==> config.mk <==
export PLATFORM = sky130hd
export DESIGN_NAME = cfg_slave
export DESIGN_NICKNAME = d
export VERILOG_FILES = /design/src/rtl/cfgslv_pkg.sv /design/src/rtl/cfg_bus_sync.sv /design/src/rtl/cfg_bus_fsm.sv /design/src/rtl/cfg_regbank.sv /design/src/rtl/cfg_slave.sv
export SDC_FILE = /design/constraint.sdc
export NUM_CORES = 1
export LEC_CHECK = 0
export BUFFER_PORTS_ARGS = -buffer_cell sky130_fd_sc_hd__buf_4
export CAP_MARGIN = 20
export CORE_UTILIZATION = 55
export DETAILED_ROUTE_END_ITERATION = 10
export PLACE_DENSITY = 0.88
export SLEW_MARGIN = 20
export SYNTH_ARGS = -nofsm -noshare
export SYNTH_HDL_FRONTEND = slang
export SYNTH_SLANG_ARGS = --single-unit
==> constraint.sdc <==
create_clock -name clk -period 3.1 [get_ports clk]
set_input_delay 0.465 -clock clk [delete_from_list [all_inputs] [get_ports clk]]
set_output_delay 0.465 -clock clk [all_outputs]
set_load 0.005 [all_outputs]
==> src/rtl/cfgslv_pkg.sv <==
package cfgslv_pkg;

    localparam int          BYTE_W      = 8;
    localparam int          CNT_IDX     = 8;
    localparam int          ID_IDX      = 7;
    localparam logic [3:0]  VENDOR_ID   = 4'b1001;
    localparam logic [3:0]  REV_ID      = 4'h2;
    localparam logic [7:0]  CNT_DEFAULT = 8'h08;

    typedef enum logic [2:0] {
        ST_IDLE,
        ST_RX,
        ST_ACK,
        ST_TX,
        ST_RACK
    } bus_st_e;

    typedef enum logic [1:0] {
        BK_ADDR,
        BK_CMD,
        BK_LEN,
        BK_DATA
    } byte_kind_e;

    // Synchronised line levels and the events derived from them
    typedef struct packed {
        logic scl;
        logic sda;
        logic rise;
        logic fall;
        logic start;
        logic stop;
    } bus_ev_t;

    // One completed data byte headed for the register bank
    typedef struct packed {
        logic                en;
        logic [7:0]          idx;
        logic [BYTE_W-1:0]   data;
    } wr_req_t;

    function automatic logic [7:0] reg_default(input int i);
        if (i == ID_IDX)       return {VENDOR_ID, REV_ID};
        else if (i == CNT_IDX) return CNT_DEFAULT;
        else                   return 8'h00;
    endfunction

    function automatic logic is_pair_lo(input int i);
        return (i == 9) || (i == 11);
    endfunction

    function automatic logic is_pair_hi(input int i);
        return (i == 10) || (i == 12);
    endfunction

endpackage

==> src/rtl/cfg_bus_sync.sv <==
module cfg_bus_sync
    import cfgslv_pkg::*;
#(
    parameter int STAGES = 2
) (
    input  logic    clk,
    input  logic    rst,
    input  logic    scl_i,
    input  logic    sda_i,
    output bus_ev_t ev
);
    logic [STAGES-1:0] scl_ff, sda_ff;
    logic              scl_d, sda_d;
    logic              scl_s, sda_s;

    always_ff @(posedge clk) begin
        if (rst) begin
            scl_ff <= '1;
            sda_ff <= '1;
            scl_d  <= 1'b1;
            sda_d  <= 1'b1;
        end else begin
            scl_ff <= {scl_ff[STAGES-2:0], scl_i};
            sda_ff <= {sda_ff[STAGES-2:0], sda_i};
            scl_d  <= scl_ff[STAGES-1];
            sda_d  <= sda_ff[STAGES-1];
        end
    end

    assign scl_s = scl_ff[STAGES-1];
    assign sda_s = sda_ff[STAGES-1];

    always_comb begin
        ev.scl   = scl_s;
        ev.sda   = sda_s;
        ev.rise  = scl_s & ~scl_d;
        ev.fall  = ~scl_s & scl_d;
        ev.start = scl_s & scl_d & sda_d & ~sda_s;
        ev.stop  = scl_s & scl_d & ~sda_d & sda_s;
    end

endmodule

==> src/rtl/cfg_bus_fsm.sv <==
module cfg_bus_fsm
    import cfgslv_pkg::*;
#(
    parameter logic [6:0] DEV_ADDR = 7'h69
) (
    input  logic       clk,
    input  logic       rst,
    input  bus_ev_t    ev,
    input  logic [7:0] rd_data,
    input  logic [7:0] cnt_val,
    output logic [7:0] rd_idx,
    output wr_req_t    wr,
    output logic       sda_oe
);
    bus_st_e    st;
    byte_kind_e kind;
    logic [3:0] bit_cnt;
    logic [7:0] sh;
    logic [7:0] wr_idx;
    logic [7:0] left;
    logic       rw;
    logic       nack;

    always_ff @(posedge clk) begin
        if (rst) begin
            st      <= ST_IDLE;
            kind    <= BK_ADDR;
            bit_cnt <= '0;
            sh      <= '0;
            wr_idx  <= '0;
            rd_idx  <= '0;
            left    <= '0;
            rw      <= 1'b0;
            nack    <= 1'b0;
            sda_oe  <= 1'b0;
            wr      <= '0;
        end else begin
            wr.en <= 1'b0;
            if (ev.start) begin
                st      <= ST_RX;
                kind    <= BK_ADDR;
                bit_cnt <= '0;
                sda_oe  <= 1'b0;
            end else if (ev.stop) begin
                st     <= ST_IDLE;
                sda_oe <= 1'b0;
            end else begin
                case (st)
                    ST_RX: begin
                        if (ev.rise) begin
                            sh      <= {sh[6:0], ev.sda};
                            bit_cnt <= bit_cnt + 4'd1;
                        end else if (ev.fall && bit_cnt == 4'd8) begin
                            if (kind != BK_ADDR || sh[7:1] == DEV_ADDR) begin
                                st     <= ST_ACK;
                                sda_oe <= 1'b1;
                                if (kind == BK_ADDR) rw <= sh[0];
                                if (kind == BK_DATA) begin
                                    wr.en   <= 1'b1;
                                    wr.idx  <= wr_idx;
                                    wr.data <= sh;
                                end
                            end else begin
                                st <= ST_IDLE;
                            end
                        end
                    end
                    ST_ACK: begin
                        if (ev.fall) begin
                            sda_oe  <= 1'b0;
                            bit_cnt <= '0;
                            if (kind == BK_ADDR && rw) begin
                                st     <= ST_TX;
                                sh     <= cnt_val;
                                sda_oe <= ~cnt_val[7];
                                left   <= cnt_val;
                                rd_idx <= '0;
                            end else begin
                                st <= ST_RX;
                                case (kind)
                                    BK_ADDR: kind <= BK_CMD;
                                    BK_CMD:  kind <= BK_LEN;
                                    BK_LEN: begin
                                        kind   <= BK_DATA;
                                        wr_idx <= '0;
                                    end
                                    default: if (wr_idx != 8'hFF) wr_idx <= wr_idx + 8'd1;
                                endcase
                            end
                        end
                    end
                    ST_TX: begin
                        if (ev.fall) begin
                            if (bit_cnt == 4'd7) begin
                                st     <= ST_RACK;
                                sda_oe <= 1'b0;
                            end else begin
                                bit_cnt <= bit_cnt + 4'd1;
                                sh      <= {sh[6:0], 1'b0};
                                sda_oe  <= ~sh[6];
                            end
                        end
                    end
                    ST_RACK: begin
                        if (ev.rise) begin
                            nack <= ev.sda;
                        end else if (ev.fall) begin
                            if (nack || left == 8'd0) begin
                                st <= ST_IDLE;
                            end else begin
                                st      <= ST_TX;
                                bit_cnt <= '0;
                                sh      <= rd_data;
                                sda_oe  <= ~rd_data[7];
                                rd_idx  <= rd_idx + 8'd1;
                                left    <= left - 8'd1;
                            end
                        end
                    end
                    default: ;
                endcase
            end
        end
    end

endmodule

==> src/rtl/cfg_regbank.sv <==
module cfg_regbank
    import cfgslv_pkg::*;
#(
    parameter int NREG = 16
) (
    input  logic              clk,
    input  logic              rst,
    input  wr_req_t           wr,
    input  logic              abort,
    input  logic [7:0]        rd_idx,
    output logic [7:0]        rd_data,
    output logic [7:0]        cnt_val,
    output logic [NREG*8-1:0] q
);
    localparam int IW = $clog2(NREG);

    logic [7:0] qa [NREG];
    logic [7:0] shadow;
    logic [7:0] shadow_idx;
    logic       shadow_vld;
    logic       commit;

    assign commit = wr.en && is_pair_hi(int'(wr.idx)) && shadow_vld
                    && (shadow_idx == wr.idx - 8'd1);

    always_ff @(posedge clk) begin
        if (rst || abort) begin
            shadow_vld <= 1'b0;
            if (rst) begin
                shadow     <= '0;
                shadow_idx <= '0;
            end
        end else if (wr.en && is_pair_lo(int'(wr.idx))) begin
            shadow     <= wr.data;
            shadow_idx <= wr.idx;
            shadow_vld <= 1'b1;
        end else if (wr.en) begin
            shadow_vld <= 1'b0;
        end
    end

    for (genvar i = 0; i < NREG; i++) begin : g_reg
        if (i == ID_IDX) begin : g_ro
            assign qa[i] = reg_default(i);
        end else if (is_pair_lo(i)) begin : g_lo
            logic [7:0] r;
            always_ff @(posedge clk) begin
                if (rst)                                  r <= reg_default(i);
                else if (commit && shadow_idx == 8'(i))   r <= shadow;
            end
            assign qa[i] = r;
        end else if (is_pair_hi(i)) begin : g_hi
            logic [7:0] r;
            always_ff @(posedge clk) begin
                if (rst)                               r <= reg_default(i);
                else if (commit && wr.idx == 8'(i))    r <= wr.data;
            end
            assign qa[i] = r;
        end else begin : g_rw
            logic [7:0] r;
            logic       hit;
            assign hit = wr.en && (wr.idx == 8'(i));
            always_ff @(posedge clk) begin
                if (rst)                                            r <= reg_default(i);
                else if (hit && !(i == CNT_IDX && wr.data == 8'h00)) r <= wr.data;
            end
            assign qa[i] = r;
        end
        assign q[i*8 +: 8] = qa[i];
    end

    assign rd_data = (rd_idx < 8'(NREG)) ? qa[rd_idx[IW-1:0]] : 8'h00;
    assign cnt_val = qa[CNT_IDX];

endmodule

==> src/rtl/cfg_slave.sv <==
module cfg_slave
    import cfgslv_pkg::*;
#(
    parameter int         NREG     = 16,
    parameter logic [6:0] DEV_ADDR = 7'h69
) (
    input  logic              clk,
    input  logic              rst,
    input  logic              scl_i,
    input  logic              sda_i,
    output logic              sda_oe,
    output logic [NREG*8-1:0] cfg_q
);
    bus_ev_t    bus_ev;
    wr_req_t    wr_req;
    logic [7:0] rd_idx;
    logic [7:0] rd_data;
    logic [7:0] cnt_val;
    logic       scl_s;
    logic       wr_en;
    logic [7:0] wr_idx;

    cfg_bus_sync #(.STAGES(2)) u_sync (
        .clk   (clk),
        .rst   (rst),
        .scl_i (scl_i),
        .sda_i (sda_i),
        .ev    (bus_ev)
    );

    cfg_bus_fsm #(.DEV_ADDR(DEV_ADDR)) u_fsm (
        .clk     (clk),
        .rst     (rst),
        .ev      (bus_ev),
        .rd_data (rd_data),
        .cnt_val (cnt_val),
        .rd_idx  (rd_idx),
        .wr      (wr_req),
        .sda_oe  (sda_oe)
    );

    cfg_regbank #(.NREG(NREG)) u_bank (
        .clk     (clk),
        .rst     (rst),
        .wr      (wr_req),
        .abort   (bus_ev.start | bus_ev.stop),
        .rd_idx  (rd_idx),
        .rd_data (rd_data),
        .cnt_val (cnt_val),
        .q       (cfg_q)
    );

    assign scl_s  = bus_ev.scl;
    assign wr_en  = wr_req.en;
    assign wr_idx = wr_req.idx;

endmodule

Word level (Yosys, flattened, before mapping)
Index checks and enable logic that the tools add are counted.
{"block": "totals", "regBits": 204, "wordCells": 239}
{"block": "classes", "n_reduce_logical": 56, "bitwise_logic": 24, "magnitude_cmp": 2, "mux": 66, "n_addsub": 5, "n_eq_ne": 50}
{"operator": "$mux 8", "n": 25}
{"operator": "$eq 8x4->1 const B", "n": 8}
{"operator": "$pmux 8 s2", "n": 3}
{"operator": "$bmux 8 s4", "n": 1}
{"operator": "$eq 8x5->1 const B", "n": 4}
{"operator": "$pmux 8 s4", "n": 1}
{"operator": "$mux 4", "n": 7}
{"operator": "$eq 8x3->1 const B", "n": 3}
{"operator": "$logic_not 8->1", "n": 3}
{"operator": "$reduce_and 8->1", "n": 3}
{"operator": "$logic_and 1x1->1", "n": 22}
{"operator": "$mux 3", "n": 7}
{"operator": "$reduce_and 7->1", "n": 3}
{"operator": "$ne 4x3->1 const B", "n": 5}
{"operator": "$reduce_and 9->1", "n": 2}
{"operator": "$mux 17", "n": 1}
{"operator": "$add 8x1->8 const B", "n": 2}
{"operator": "$eq 8x2->1 const B", "n": 2}
{"operator": "$pmux 4 s4", "n": 1}
{"operator": "$sub 8x1->8 const B", "n": 2}
{"operator": "$not 1->1", "n": 15}
{"operator": "$mux 1", "n": 14}
{"operator": "$ne 2x1->1 const B", "n": 7}
{"operator": "$ne 2x2->1 const B", "n": 6}
{"operator": "36 further kinds", "n": 56}

Longest topological paths before layout
{"block": "depth", "ltp_word": 10, "mapped_depth": 9, "mapped_depth_nobuf": 7}

By module
A second synthesis with hierarchy kept.
{"block": "hier_totals", "hier_cells": 1100, "area_unflattened_um2": 10413.7}
{"mod": "cfg_regbank", "n_inst": 1, "cells_per_inst": 664, "area_each_um2": 6657.6}
{"mod": "cfg_bus_fsm", "n_inst": 1, "cells_per_inst": 417, "area_each_um2": 3544.6}
{"mod": "cfg_bus_sync", "n_inst": 1, "cells_per_inst": 18, "area_each_um2": 205.2}
{"mod": "cfg_slave", "n_inst": 1, "cells_per_inst": 1, "area_each_um2": 6.3}

Worst setup path before layout
Ideal clock, no wire load.
{"block": "synth_path", "path_type": "reg-to-reg", "from": "register, netlist name u_fsm.wr[15]", "to": "register u_bank.shadow[0] (enable)", "t_required_ns": 2.689, "path_stages_with_launch": 6, "path_slack_ns": 0.452, "synth_period_minus_slack_ns": 2.648, "arrival_ns": 2.237, "cell_sequence": "dfxtp_1 > nor4_2 > and3_1 > buf_4 > o211ai_1 > o21ai_0"}
{"block": "synth_between", "elab_chain_len": 5, "elab_cells_between_ends": 6}
{"item": "$eq 8x5->1", "line": "cfgslv_pkg.sv:49", "source": "return (i == 9) || (i == 11);"}
{"item": "$logic_or 1x1->1 (*)", "line": "cfgslv_pkg.sv:49"}
{"item": "$logic_and 1x1->1 (*)", "line": "cfg_regbank.sv:33", "source": "end else if (wr.en && is_pair_lo(int'(wr.idx))) begin"}
{"item": "$reduce_bool 2->1 (no line) (*)"}
{"item": "$reduce_and 2->1 (no line) (*)"}
{"item": "to (signal assigned)", "line": "cfg_regbank.sv:34", "source": "shadow <= wr.data;"}
{"item": "to (decl)", "line": "cfg_regbank.sv:18", "source": "logic [7:0] shadow;"}
Every way passes the cells marked *; elsewhere a longest branch is shown, timed or not.
A chain may end at the register's enable or synchronous reset.

Worst setup path in the final report
{"block": "layout_path", "from": "register, netlist name u_fsm.wr[8]", "to": "register u_bank.g_reg[12].g_hi.r[4]"}
{"block": "layout_between", "elab_chain_len": 6, "elab_cells_between_ends": 10}
{"item": "parallel branches: the longest is 5 deep, another holds $sub 8x1->8"}
{"item": "$logic_and 1x1->1 (*)", "line": "cfg_regbank.sv:56", "source": "else if (commit && wr.idx == 8'(i)) r <= wr.data;"}
{"item": "to (signal assigned)", "line": "cfg_regbank.sv:55", "source": "if (rst) r <= reg_default(i);"}
{"item": "to (signal assigned)", "line": "cfg_regbank.sv:56"}
{"item": "to (decl)", "line": "cfg_regbank.sv:53", "source": "logic [7:0] r;"}
Mark *: on every way between the ends.

==> summary.md <==
| Metric | Value |
|---|---|
| Die area | `0.0189 mm²` |
| Status | `finished, final reports clean` |
| Post-DRT Antenna Nets | `0` |
| Resize count post-CTS | `0` |
| Initial DRC count | `1062` |
| I/O pins | `133` |
| Vias | `9447` |
| Max_slew headroom | `42.2%` |
| # nets final | `1219` |
| Remaining DRCs | `0` |
| Post-DP HPWL | `21300 µm` |
| Clk pin slew, worst setup/hold paths | `60 ps` |
| Placed cell area | `0.0112 mm²` |
| Synth top area share | `37.3%` |
| Area leader, netlist | `dfxtp_1` |
| Slew @ Worst Pin | `865 ps` |
| Root buffer cell | `clkbuf_16` |
| Placer Congestion | `0.924` |
| Cell area after layout | `0.0120 mm²` |
| Initial Utilization | `56.1%` |
| Post-synthesis cell area | `0.0101 mm²` |
| Post-CTS setup buffers | `0` |
| Setup crit start kind | `flip-flop` |
| Setup TNS | `0 ps` |
| Core area | `0.0180 mm²` |
| Peak Freq | `366 MHz` |
| Library cells used by synthesis | `80` |
| Row count | `49` |
| Seq/Total Area, Yosys | `42.1%` |
| Filler cells | `1343` |
| Count leader, synth | `dfxtp_1` |
| Final period utilization | `88.2%` |
| # clock sinks | `204` |
| TritonCTS clock tree | `yes` |
| H-tree Lvls | `1` |
| DP Worst Slack | `386 ps` |
| Async set-or-reset flop fraction in the synthesized netlist | `0%` |
| Main synth FF type | `dfxtp_1` |
| PortBufs | `124` |
| Met1 Use GR | `43.6%` |
| Vias in the first global route | `8644` |
| Synth top area cells | `dfxtp_1 37%, mux2i_1 9.6%, nand2_1 5.6%` |
| Initial antenna violation count | `0` |
| Met3 usage | `6.51%` |
| Layout Skew | `16.4 ps` |
| Final Routed Wirelength | `31100 µm` |
| Buffer depth of the longest clock path | `3` |
| Min-delay worst type | `in -> reg` |
| Required @ worst endpoint | `3480 ps` |
| Global Route met2 Usage | `50.8%` |
| Die X | `137 µm` |
| Grt ovf | `0` |
| CP Class | `reg -> reg` |
| Largest net degree at the start of global routing | `66` |
| Syn Area/Cell | `9.18 µm²` |
| CTS Buf Count | `23` |
| DR vias/cell | `6.54` |
| Critical Path Fanout Max | `8` |
| Drt wl/cell | `21.5 µm` |
| Post-synth top cells | `188 x dfxtp_1, 150 x nand2_1, 97 x mux2i_1` |
| Worst setup margin | `366 ps` |
| Ant diodes | `0` |
| Fin crit period | `2730 ps` |
| Maximum vdd ir drop | `0.404 mV` |
| CP Data Arrival Time | `3120 ps` |
| Pwr dens | `479 mW/mm²` |
| Synthesized flop and latch total | `204` |
| Syn Inst Count | `1098` |
| Worst skew pair latency | `520 ps` |
| Critical Path Sink Type | `flip-flop` |
| Finish-stage setup viols | `0` |
| GR peak layer | `met2` |
| Hold buffers post-CTS | `0` |
| First-pass GRT wire length | `47400 µm` |
| Max-cap violations | `0` |
| Layout cell share with drive strength beyond 1 | `21.5%` |
| Max-slew violations | `0` |
| Die H | `137 µm` |
| Final core utilization | `66.7%` |
| GRT Resource Usage Total | `32.7%` |
| Final hold viol count | `0` |
| Area grow syn2layout | `18.9%` |
| Leakage power | `4.86 nW` |
| RSZ-0062 raised after global routing | `no` |
| Syn. warnings | `0` |
| TritonRoute pass-1 iters | `6` |
| Post-synth EDFFs | `16` |
metal layers:
metal	vias to the layer above	wire length, µm
li1	4130	-
met3	140	3460
met1	4492	11700
met4	0	1520
met2	685	14400
met5	-	0
final cells by class:
| type | count | area [µm²] | area share (%) |
|---|---|---|---|
| Multi-Input combinational cell | 792 | 5370 | 44.8 |
| Sequential cell | 204 | 4250 | 35.4 |
| Timing Repair Buffer | 158 | 1190 | 9.90 |
| Clock buffer | 30 | 652 | 5.44 |
| Tap cell | 229 | 287 | 2.39 |
| Clock inverter | 12 | 174 | 1.45 |
| Inverter | 20 | 75.1 | 0.626 |
sequential cells by signal (all words and copies together) (netlist names), 2 cells and up:
signal / cells
u_fsm.kind: 2
u_bank.shadow_idx: 8
u_fsm.left: 8
u_fsm.bit_cnt: 4
u_fsm.sh: 8
u_fsm.rd_idx: 8
u_fsm.wr_idx: 8
u_bank.g.g_rw.r: 80
u_sync.scl_ff: 2
u_fsm.wr: 17
u_bank.g.g_lo.r: 16
u_bank.g.g_hi.r: 16
u_sync.sda_ff: 2
u_bank.shadow: 8
u_bank.cnt_val: 8
u_fsm.st: 3
final timing paths:
path                                       start                    endpoint  slack (ps)  cells past startpoint
worst max-delay path                 u_fsm.wr[8]  u_bank.g_reg[12].g_hi.r[4]         370                      7
worst min-delay path                       sda_i            u_sync.sda_ff[0]         140                      2
worst max register to register       u_fsm.wr[8]  u_bank.g_reg[12].g_hi.r[4]         370                      7
worst min register to register  u_sync.scl_ff[0]            u_sync.scl_ff[1]         410                      1
critical path, stage by stage (launching register included):
cell and delay (ps):
dfxtp_1 460, inv_1 140, ha_1 250, xnor2_1 260
mux2i_1 230, a32oi_1 180, or4_1 860, mux2i_1 210
where the power goes:
part | internal (mW) | total (mW) | leakage [nW] | switching, mW
registers | 2.66 | 2.67 | 1.68 | 0.0102
clock network | 1.82 | 2.95 | 0.403 | 1.13
logic | 0.0277 | 0.115 | 2.77 | 0.0878
cells by family (layout without fill, tap and decap cells):
| family | after synthesis | after routing | synth area share (%) |
|---|---|---|---|
| muxes | 131 | 131 | 15.8 |
| AOI/OAI and AO/OA | 185 | 185 | 11.6 |
| DFF | 204 | 204 | 42.1 |
| and+or+nand+nor | 433 | 433 | 21.9 |
| adders and majority gates | 16 | 16 | 1.99 |
| other | 2 | 8 | 0.0745 |
| buffers and inverters | 108 | 220 | 4.98 |
| xor gates and xnor gates | 19 | 19 | 1.65 |
cell usage in the layout, fill, tap and decap left out, types with 6 or more instances in the layout:
| master | synthesis | layout |
|---|---|---|
| nand2b_1 | 8 | 8 |
| a211oi_1 | 7 | 7 |
| buf_4 | 16 | 158 |
| nor4_1 | 10 | 10 |
| clkbuf_16 | 0 | 23 |
| o211ai_1 | 7 | 7 |
| conb_1 | 2 | 8 |
| nor2b_1 | 7 | 7 |
| mux4_2 | 21 | 21 |
| nand2_1 | 150 | 150 |
| or2_2 | 6 | 6 |
| or4_1 | 8 | 8 |
| inv_1 | 19 | 19 |
| nand4_1 | 11 | 11 |
| nor3_1 | 11 | 11 |
| and2_1 | 15 | 15 |
| mux2i_1 | 97 | 97 |
| mux2_2 | 13 | 13 |
| nand3_1 | 79 | 79 |
| o21ai_0 | 15 | 14 |
| edfxtp_1 | 16 | 16 |
| dfxtp_1 | 188 | 186 |
| nor2_1 | 80 | 80 |
| ha_1 | 16 | 16 |
| a21oi_1 | 96 | 96 |
| o31ai_1 | 7 | 7 |
| nor3b_1 | 10 | 9 |
| xnor2_1 | 15 | 15 |
stage by stage:
stage                     total power, mW  std cells  hold WS (ps)
final                                5.74       1445           139
after global routing                 5.87       1445           137
after detailed placement             2.84       1403           397
after CTS                            5.74       1445           131
after floorplan                      2.82       1104           389
after global placement               2.84       1403           400
Power figures use the tool's default switching activity.
